[src/rtl/wdt_pkg.sv]
package wdt_pkg;

  typedef enum logic [2:0] {
    A_TMR  = 3'd0,
    A_RLD  = 3'd1,
    A_CTRL = 3'd2,
    A_STSA = 3'd3,
    A_STSB = 3'd4,
    A_NRB  = 3'd5
  } wdt_addr_e;

  // control register bit positions
  localparam int unsigned CTRL_AUX   = 9;
  localparam int unsigned CTRL_HALT  = 11;
  localparam int unsigned CTRL_IRQEN = 13;
  // status bit positions
  localparam int unsigned STSA_FIRST  = 3;
  localparam int unsigned STSB_SECOND = 1;
  localparam int unsigned STSB_BOOT   = 2;
  localparam int unsigned NRB_BIT     = 0;

  function automatic int unsigned tmr_max(bit wide);
    return wide ? 32'd1023 : 32'd63;
  endfunction

  function automatic int unsigned clamp_tmr(int unsigned v, int unsigned lo, int unsigned hi);
    if (v < lo) return lo;
    if (v > hi) return hi;
    return v;
  endfunction

endpackage

[src/rtl/wdt_prescaler.sv]
module wdt_prescaler #(
  parameter int unsigned DIV = 4
) (
  input  logic clk,
  input  logic rst_n,
  input  logic run_i,
  input  logic clear_i,
  output logic tick_o
);
  localparam int unsigned PC_W = (DIV > 1) ? $clog2(DIV) : 1;

  generate
    if (DIV <= 1) begin : g_direct
      assign tick_o = run_i && !clear_i;
    end else begin : g_count
      logic [PC_W-1:0] pc_q;
      logic            wrap;
      assign wrap   = (pc_q == PC_W'(DIV - 1));
      assign tick_o = run_i && wrap && !clear_i;

      always_ff @(posedge clk or negedge rst_n) begin
        if (!rst_n)        pc_q <= '0;
        else if (clear_i)  pc_q <= '0;
        else if (run_i)    pc_q <= wrap ? '0 : pc_q + 1'b1;
      end

      // ticks are never back to back when dividing
      a_r3_tick_gap: assert property (@(posedge clk) disable iff (!rst_n)
        tick_o |=> !tick_o);
    end
  endgenerate

endmodule

[src/rtl/wdt_counter.sv]
module wdt_counter #(
  parameter int unsigned CNT_W = 6,
  parameter logic [CNT_W-1:0] RST_VAL = '1
) (
  input  logic             clk,
  input  logic             rst_n,
  input  logic [CNT_W-1:0] load_i,
  input  logic             reload_i,
  input  logic             tick_i,
  output logic [CNT_W-1:0] cnt_o,
  output logic             expire_o
);
  logic [CNT_W-1:0] cnt_q;

  assign expire_o = tick_i && !reload_i && (cnt_q == '0);
  assign cnt_o    = cnt_q;

  always_ff @(posedge clk or negedge rst_n) begin
    if (!rst_n)                      cnt_q <= RST_VAL;
    else if (reload_i || expire_o)   cnt_q <= load_i;
    else if (tick_i)                 cnt_q <= cnt_q - 1'b1;
  end

  // a reload write loads the stored value
  a_r4_reload_loads: assert property (@(posedge clk) disable iff (!rst_n)
    reload_i |=> cnt_q == $past(load_i));
  // expiry restarts from the stored value
  a_r3_expire_reloads: assert property (@(posedge clk) disable iff (!rst_n)
    expire_o |=> cnt_q == $past(load_i));

endmodule

[src/rtl/wdt_escalate.sv]
module wdt_escalate (
  input  logic clk,
  input  logic por_n,
  input  logic rst_n,
  input  logic expire_i,
  input  logic irq_en_i,
  input  logic nrb_i,
  input  logic clr_first_i,
  input  logic clr_second_i,
  input  logic clr_boot_i,
  output logic first_o,
  output logic second_o,
  output logic boot_o,
  output logic irq_o,
  output logic rst_o
);
  logic sys_n;
  logic first_q, second_q, boot_q, irq_q, rst_q;
  logic stage2;

  assign sys_n  = rst_n & por_n;
  assign stage2 = expire_i && first_q;

  always_ff @(posedge clk or negedge sys_n) begin
    if (!sys_n) begin
      first_q <= 1'b0;
      boot_q  <= 1'b0;
      irq_q   <= 1'b0;
      rst_q   <= 1'b0;
    end else begin
      irq_q <= 1'b0;
      rst_q <= 1'b0;
      if (clr_first_i) first_q <= 1'b0;
      if (clr_boot_i)  boot_q  <= 1'b0;
      if (expire_i && !first_q) begin
        first_q <= 1'b1;
        irq_q   <= irq_en_i;
      end
      if (stage2) begin
        if (nrb_i) boot_q <= 1'b1;
        else       rst_q  <= 1'b1;
      end
    end
  end

  // survives the watchdog's own reset
  always_ff @(posedge clk or negedge por_n) begin
    if (!por_n)            second_q <= 1'b0;
    else if (stage2)       second_q <= 1'b1;
    else if (clr_second_i) second_q <= 1'b0;
  end

  assign first_o  = first_q;
  assign second_o = second_q;
  assign boot_o   = boot_q;
  assign irq_o    = irq_q;
  assign rst_o    = rst_q;

  a_r7_irq_gated: assert property (@(posedge clk) disable iff (!sys_n)
    irq_q |-> $past(irq_en_i));
  a_r7_irq_with_flag: assert property (@(posedge clk) disable iff (!sys_n)
    irq_q |-> first_q && !rst_q);
  a_r8_rst_one_cycle: assert property (@(posedge clk) disable iff (!sys_n)
    rst_q |=> !rst_q);
  a_r8_rst_with_flag: assert property (@(posedge clk) disable iff (!sys_n)
    rst_q |-> second_q);
  a_r9_nrb_blocks: assert property (@(posedge clk) disable iff (!sys_n)
    rst_q |-> !$past(nrb_i));
  a_r6_first_sticky: assert property (@(posedge clk) disable iff (!sys_n)
    first_q && !clr_first_i |=> first_q);
  a_r10_second_sticky: assert property (@(posedge clk) disable iff (!por_n)
    second_q && !clr_second_i |=> second_q);

endmodule

[src/rtl/wdt_two_stage.sv]
module wdt_two_stage #(
  parameter bit          WIDE_TMR = 1'b0,
  parameter int unsigned PRESCALE = 4,
  parameter int unsigned TMR_MIN  = 4
) (
  input  logic        clk,
  input  logic        por_n,
  input  logic        rst_n,
  input  logic        wr_en,
  input  logic [2:0]  addr,
  input  logic [15:0] wdata,
  output logic [15:0] rdata,
  input  logic        noreboot_strap,
  output logic        tmo_irq,
  output logic        wdt_rst
);
  import wdt_pkg::*;

  localparam int unsigned TMR_MAX = tmr_max(WIDE_TMR);
  localparam int unsigned CNT_W   = $clog2(TMR_MAX + 1);
  localparam int unsigned REG_W   = WIDE_TMR ? 16 : 8;

  logic sys_n;
  assign sys_n = rst_n & por_n;

  // write decode
  logic wr_tmr, wr_rld, wr_ctrl, wr_stsa, wr_stsb, wr_nrb;
  assign wr_tmr  = wr_en && (addr == A_TMR);
  assign wr_rld  = wr_en && (addr == A_RLD);
  assign wr_ctrl = wr_en && (addr == A_CTRL);
  assign wr_stsa = wr_en && (addr == A_STSA);
  assign wr_stsb = wr_en && (addr == A_STSB);
  assign wr_nrb  = wr_en && (addr == A_NRB);

  logic unused_wdata;
  assign unused_wdata = ^wdata;

  // programmable state
  logic [CNT_W-1:0] load_q, load_d;
  logic             halt_q, aux_q, irq_en_q, nrb_q, nrb_eff;
  logic [REG_W-1:0] tmr_field;

  assign tmr_field = wdata[REG_W-1:0];
  assign load_d    = CNT_W'(clamp_tmr(32'(tmr_field), TMR_MIN, TMR_MAX));
  assign nrb_eff   = nrb_q | noreboot_strap;

  always_ff @(posedge clk or negedge sys_n) begin
    if (!sys_n) begin
      load_q   <= CNT_W'(TMR_MAX);
      halt_q   <= 1'b1;
      aux_q    <= 1'b0;
      irq_en_q <= 1'b0;
      nrb_q    <= 1'b0;
    end else begin
      if (wr_tmr) load_q <= load_d;
      if (wr_ctrl) begin
        halt_q   <= wdata[CTRL_HALT];
        aux_q    <= wdata[CTRL_AUX];
        irq_en_q <= wdata[CTRL_IRQEN];
      end
      if (wr_nrb) nrb_q <= wdata[NRB_BIT] | noreboot_strap;
    end
  end

  // datapath
  logic             tick, expire;
  logic [CNT_W-1:0] cnt;
  logic             first_f, second_f, boot_f;

  wdt_prescaler #(.DIV(PRESCALE)) u_pre (
    .clk(clk), .rst_n(sys_n), .run_i(!halt_q), .clear_i(wr_rld), .tick_o(tick)
  );

  wdt_counter #(.CNT_W(CNT_W), .RST_VAL(CNT_W'(TMR_MAX))) u_cnt (
    .clk(clk), .rst_n(sys_n), .load_i(load_q), .reload_i(wr_rld),
    .tick_i(tick), .cnt_o(cnt), .expire_o(expire)
  );

  wdt_escalate u_esc (
    .clk(clk), .por_n(por_n), .rst_n(rst_n),
    .expire_i(expire), .irq_en_i(irq_en_q), .nrb_i(nrb_eff),
    .clr_first_i (wr_stsa && wdata[STSA_FIRST]),
    .clr_second_i(wr_stsb && wdata[STSB_SECOND]),
    .clr_boot_i  (wr_stsb && wdata[STSB_BOOT]),
    .first_o(first_f), .second_o(second_f), .boot_o(boot_f),
    .irq_o(tmo_irq), .rst_o(wdt_rst)
  );

  // read mux
  always_comb begin
    rdata = '0;
    case (addr)
      A_TMR:  rdata = 16'(load_q);
      A_RLD:  rdata = 16'(cnt);
      A_CTRL: begin
        rdata[CTRL_AUX]   = aux_q;
        rdata[CTRL_HALT]  = halt_q;
        rdata[CTRL_IRQEN] = irq_en_q;
      end
      A_STSA: rdata[STSA_FIRST] = first_f;
      A_STSB: begin
        rdata[STSB_SECOND] = second_f;
        rdata[STSB_BOOT]   = boot_f;
      end
      A_NRB:  rdata[NRB_BIT] = nrb_eff;
      default: rdata = '0;
    endcase
  end

  // a halted timer keeps its count unless reloaded
  a_r2_halt_holds: assert property (@(posedge clk) disable iff (!sys_n)
    halt_q && !wr_rld |=> $stable(cnt));
  // a strapped no-reboot never lets a reset out
  a_r9_strap_no_rst: assert property (@(posedge clk) disable iff (!sys_n)
    $past(noreboot_strap) |-> !wdt_rst);
  // stored value always within limits
  a_r5_load_in_range: assert property (@(posedge clk) disable iff (!sys_n)
    32'(load_q) >= TMR_MIN && 32'(load_q) <= TMR_MAX);

endmodule

[config.mk]
export PLATFORM = sky130hd
export DESIGN_NAME = wdt_two_stage
export DESIGN_NICKNAME = d
export VERILOG_FILES = /design/src/rtl/wdt_pkg.sv /design/src/rtl/wdt_prescaler.sv /design/src/rtl/wdt_counter.sv /design/src/rtl/wdt_escalate.sv /design/src/rtl/wdt_two_stage.sv
export SDC_FILE = /design/constraint.sdc
export NUM_CORES = 1
export LEC_CHECK = 0
export ABC_AREA = 0
export ABC_CLOCK_PERIOD_IN_PS = 2650
export BUFFER_PORTS_ARGS = -buffer_cell sky130_fd_sc_hd__buf_4
export CORE_MARGIN = 5
export CORE_UTILIZATION = 55
export DETAILED_ROUTE_END_ITERATION = 10
export HOLD_SLACK_MARGIN = 0.06
export PLACE_DENSITY_LB_ADDON = 0.2
export SLEW_MARGIN = 20
export SYNTH_ARGS = -nofsm -noshare
export SYNTH_HDL_FRONTEND = slang
export SYNTH_SLANG_ARGS = --single-unit
[constraint.sdc]
create_clock -name clk -period 2.65 [get_ports clk]
set_input_delay 0.1325 -clock clk [delete_from_list [all_inputs] [get_ports clk]]
set_output_delay 0.1325 -clock clk [all_outputs]
set_load 0.02 [all_outputs]
# == Word-level counts from Yosys, hierarchy flattened ==
# Cells that the tools add are included.
# Widths: inputs -> output; s select.
# word_totals
register_bits,23
inputBits,24
output_inout_bits,18
# op_classes
addsub,2
magnitude_cmp,2
eq_ne,7
muxes,29
n_bitwise,3
n_reduce_logical,24
# ops
op,n
$mux 6,5
$mux 1,16
$logic_and 1x1->1,15
$gt 8x6->1 const B,1
$lt 8x3->1 const B,1
$eq 3x2->1 const B,2
$eq 3x3->1 const B,2
$logic_not 6->1,1
$mux 2,3
$pmux 1 s3,2
$pmux 2 s3,1
$reduce_bool 2->1,3
$sub 6x1->6 const B,1
$pmux 2 s2,1
$eq 3x1->1 const B,1
$logic_not 1->1,3
$logic_not 3->1,1
$mux 3,1
$add 2x1->2 const B,1
$eq 2x2->1 const B,1
$ne 2x1->1 const B,1
$or 1x1->1,2
$and 1x1->1,1
$logic_or 1x1->1,1

# == Longest topological paths before layout ==
# depth
depth_word,8
ltp_mapped,7

# == Hierarchy ==
# From an unflattened synthesis, not the netlist that was laid out.
# unflattened
cells_unflattened,150
area_unflattened_um2,1537.7
# modules_own_cells
module,instances,cells_per_inst,area_per_inst_um2
wdt_two_stage,1,88,807.0
wdt_counter,1,36,444.2
wdt_escalate,1,16,178.9
wdt_prescaler,1,10,107.6

# == Worst setup path before layout ==
# OpenSTA, ideal clock, no wires.
# synth_timing
path_type,register -> register
startpoint,"register u_cnt.cnt_q[0], in the netlist u_cnt.cnt_o[0]"
endpoint,"register u_cnt.cnt_q[5], in the netlist u_cnt.cnt_o[5]"
setup_ns,0.081
arrival_ns,1.550
required_ns,2.569
slack_ns,1.019
stages_incl_launch_ff,7
n_path_buf,0
cell_sequence,dfstp_2 inv_1 ha_1 nand4bb_1 o21bai_4 or4_1 o211ai_1
# synth_via
elab_chain_len,4
elab_cells_between_ends,7
classes_between,1 x add/sub; 2 x mux; 4 x reduce/logical
# synth_rtl
item,line,text
from (decl),wdt_counter.sv:13,logic [CNT_W-1:0] cnt_q;
from (signal assigned),wdt_counter.sv:20,else if (reload_i || expire_o) cnt_q <= load_i;
from (signal assigned),wdt_counter.sv:21,else if (tick_i) cnt_q <= cnt_q - 1'b1;
"parallel branches: the longest is 4 deep, another holds $sub 6x1->6",n/a,
# Parallel ways; which one is timed is not known. The select of a mux whose other input is x is not followed.
# A chain may end at the register's enable or synchronous reset.

# == Worst setup path in the final report ==
# Same ends and word-level chain as after synthesis.

==> results.py <==
metrics = {
    "pwr": {
        "p_seq_frac": 0.508,
        "finalPower_mw": 1.20,
        "ir_drop_v": 0.000484,
        "p_sw_mw": 0.445,
        "p_int_mw": 0.758,
        "p_comb_frac": 0.346,
        "leakage_nw": 0.774,
        "power_frac_clock": 0.145,
        "switching_share": 0.370,
        "power_density_nw_per_um2": 713,
    },
    "yosys": {
        "synth_seq_area_share": 0.423,
        "netlist_area_um2": 1400,
        "yosys.area_share.simple": 0.232,
        "synth-edff-count": 0,
        "synth-compound-area-share": 0.160,
        "syn_area_per_cell_um2": 9.33,
        "ys_warn_count": 0,
        "ys_types": 49,
        "synthXorXnorAreaFrac": 0.00626,
        "synthTopCellsByArea": "dfstp_2, dfrtp_1, nor2_1, mux2i_1, buf_4",
        "async_flop_share": 1.00,
        "synth_top_area_frac": 0.244,
        "postSynthCellCount": 150,
        "synthMuxAreaShare": 0.0733,
        "ys.flop_type": "dfstp_2",
        "synth_top_family_by_area": "simple AND/OR/NAND/NOR gates",
        "yosysTopAreaCell": "dfstp_2",
        "ys_ff_latch": 23,
        "synthAdderAreaFrac": 0.0268,
    },
    "die": {
        "dieArea_um2": 3650,
        "rows": 18,
        "core_um2": 2450,
        "die_y_um": 60.5,
        "initial_core_util": 0.570,
        "ios": 42,
        "die_w_um": 60.5,
    },
    "sta": {
        "finalCritPeriodShare": 0.696,
        "slew_viol_final": 0,
        "relSlewSlack": 0.329,
        "worstMarginPinSlew_ns": 1.01,
        "hold_viol": 0,
        "setup_violations": 0,
        "fin_crit_ns": 1.85,
        "setup_tns_ns": 0,
        "clock.fmax_mhz": 542,
        "clock-skew-final_ns": 0.00498,
        "rsz0062_at_grt": "no",
    },
    "layout": {
        "nets": 210,
        "synthToLayoutAreaGrowth_pct": 20.4,
        "regArea_um2": 592,
        "diodes": 0,
        "multi_input_area_um2": 724,
        "drive_above_1_share": 0.297,
        "fillers": 219,
    },
    "min_path": {
        "hp-class": "primary input to asynchronous set/reset pin",
    },
    "clocking": {
        "cts-root-buf": "clkbuf_4",
        "path_clk_slew_ns": 0.14,
        "cts.path.max_buffers": 2,
        "ctsHtreeMaxLevel": 1,
        "cts_made_buffers": 3,
        "cts_tree": "yes",
        "cts_sinks": 23,
        "post-cts-setup-buffers": 0,
        "clkLatencyLatePin_ns": 0.33,
    },
    "route": {
        "ant_nets": 0,
        "routedWlPerCell_um": 15.2,
        "drtIter0Drc": 30,
        "drtPass1Iterations": 4,
        "vias": 1194,
        "via_per_inst": 5.63,
        "drt-total-wl_um": 3230,
        "drc_errors": 0,
    },
    "critical_path": {
        "critPathLaunch": "u_cnt.cnt_o[0]$_DFFE_PN1P_",
        "start_kind": "register",
        "endpoint_kind": "register",
        "cp_data_required_time_ns": 2.91,
        "critical_path_class": "register to register",
        "r2r-start": "u_cnt.cnt_o[0]$_DFFE_PN1P_",
        "cp.arrival_ns": 2.10,
        "crit_fanout": 14,
    },
    "placed_design": {
        "routabilityCongestion": 0.879,
        "portBuffers": 29,
        "dp_hpwl_um": 2420,
    },
    "global_route": {
        "grt_first_pass_wirelength_um": 5210,
        "antenna_found_initial": 0,
        "grt_util_all_layers": 0.193,
        "gr-total-overflow": 0,
        "grt_max_degree": 23,
        "grt_pass1_vias": 1152,
    },
    "job": {
        "maxCapViolCount": 0,
    },
    "status": {
        "status": "finished, final reports clean",
    },
}
cell usage in the layout, fill, tap and decap left out, drive strengths merged, types with 2 or more instances in the layout:
master,netlist,layout
a21oi,7,7
nand2,10,10
or3,2,2
mux2,2,2
dfrtp,10,10
inv,7,7
and2,3,3
nand3,2,2
dfstp,13,13
nor2,23,23
o21ai,5,5
a22oi,4,4
nand2b,2,2
ha,3,3
clkbuf,3,3
o22ai,2,2
buf,10,29
nor3,8,8
conb,1,7
mux2i,8,8
dlygate4sd3,0,6
o31ai,2,2
layer usage:
layer | share of wire | vias up | wire (um) | track usage
met5 | 0 | - | 0 | 0
met4 | 0.020 | 0 | 63 | 0.0929
met3 | 0.066 | 5 | 213 | 0.0213
met2 | 0.50 | 40 | 1610 | 0.333
met1 | 0.42 | 563 | 1350 | 0.241
li1 | - | 586 | - | -
critical path: stages (launching register included):
cell	delay [ns]
dfstp_2	0.59
inv_1	0.08
ha_1	0.19
nand4bb_1	0.16
o21bai_4	0.15
or4_1	0.50
o211ai_1	0.10
layout make-up:
class,instances,area share
timing repair buffer,35,0.165
tap,30,0.0223
clock buffer,3,0.0134
multi-input combinational,113,0.430
inverter,7,0.0156
sequential,23,0.351
clock inverter,1,0.00297
through the flow:
step	instances	hold slack, ns	instance area [um^2]	worst slack (ns)	util
3_3_place_gp	202	-0.0889	1600	0.880	0.651
4_1_cts	212	0.0613	1690	0.800	0.687
6_report	212	0.0598	1690	0.804	0.687
3_5_place_dp	202	-0.0854	1600	0.833	0.651
2_1_floorplan	156	-0.163	1420	1.02	-
5_1_grt	212	0.0698	1690	0.702	0.687
repair_timing:
item	4_1_cts	5_1_grt
endpoints found under the hold margin	6	0
hold buffers	6	0
gates resized for setup	0	0
registers in the layout, indices dropped and copies added, names as in the netlist:
register,cells
u_cnt.cnt_o,6
irq_en_q,1
u_esc.first_o,1
nrb_q,1
load_q,6
u_esc.second_o,1
u_esc.irq_o,1
u_esc.rst_o,1
u_pre.g_count.pc_q,2
aux_q,1
u_esc.boot_o,1
halt_q,1
path summary, 6_finish.rpt:
path	cells past startpoint	slack (ns)	end
setup reg to reg	6	0.80	u_cnt.cnt_o[5]$_DFFE_PN1P_
hold / removal	2	0.06	u_esc.rst_o$_DFF_PN0_
max in group asynchronous	3	1.43	u_pre.g_count.pc_q[1]$_DFFE_PN0P_
hold reg to reg	1	0.47	u_esc.rst_o$_DFF_PN0_
min in group clk	3	0.06	nrb_q$_DFFE_PN0P_
setup / recovery	6	0.80	u_cnt.cnt_o[5]$_DFFE_PN1P_
cell families (layout without fill, tap and decap cells):
| family | after synthesis | count (layout) |
|---|---|---|
| simple gates | 61 | 61 |
| compound gates | 31 | 31 |
| flops | 23 | 23 |
| buf+inv | 20 | 46 |
| mux | 10 | 10 |
| fa+ha+maj | 3 | 3 |
| other cells | 1 | 7 |
| xor+xnor | 1 | 1 |
power groups by stage:
stage / registers (mW) / clock network, mW / logic (mW)
final: 0.611 / 0.175 / 0.416
after CTS: 0.613 / 0.178 / 0.419
after detailed placement: 0.619 / 0 / 0.411
after global routing: 0.634 / 0.193 / 0.470
after global placement: 0.608 / 0 / 0.394
after floorplan: 0.580 / 0 / 0.324
synth_stat cells, drive strengths merged, types with 3 or more instances:
cell type / instances
dfstp: 13
clkbuf: 3
dfrtp: 10
inv: 7
a21oi: 7
nor3: 8
ha: 3
nand2: 10
a22oi: 4
and2: 3
mux2i: 8
buf: 10
o21ai: 5
nor2: 23
Note: power is estimated with default switching activity, not from simulation.
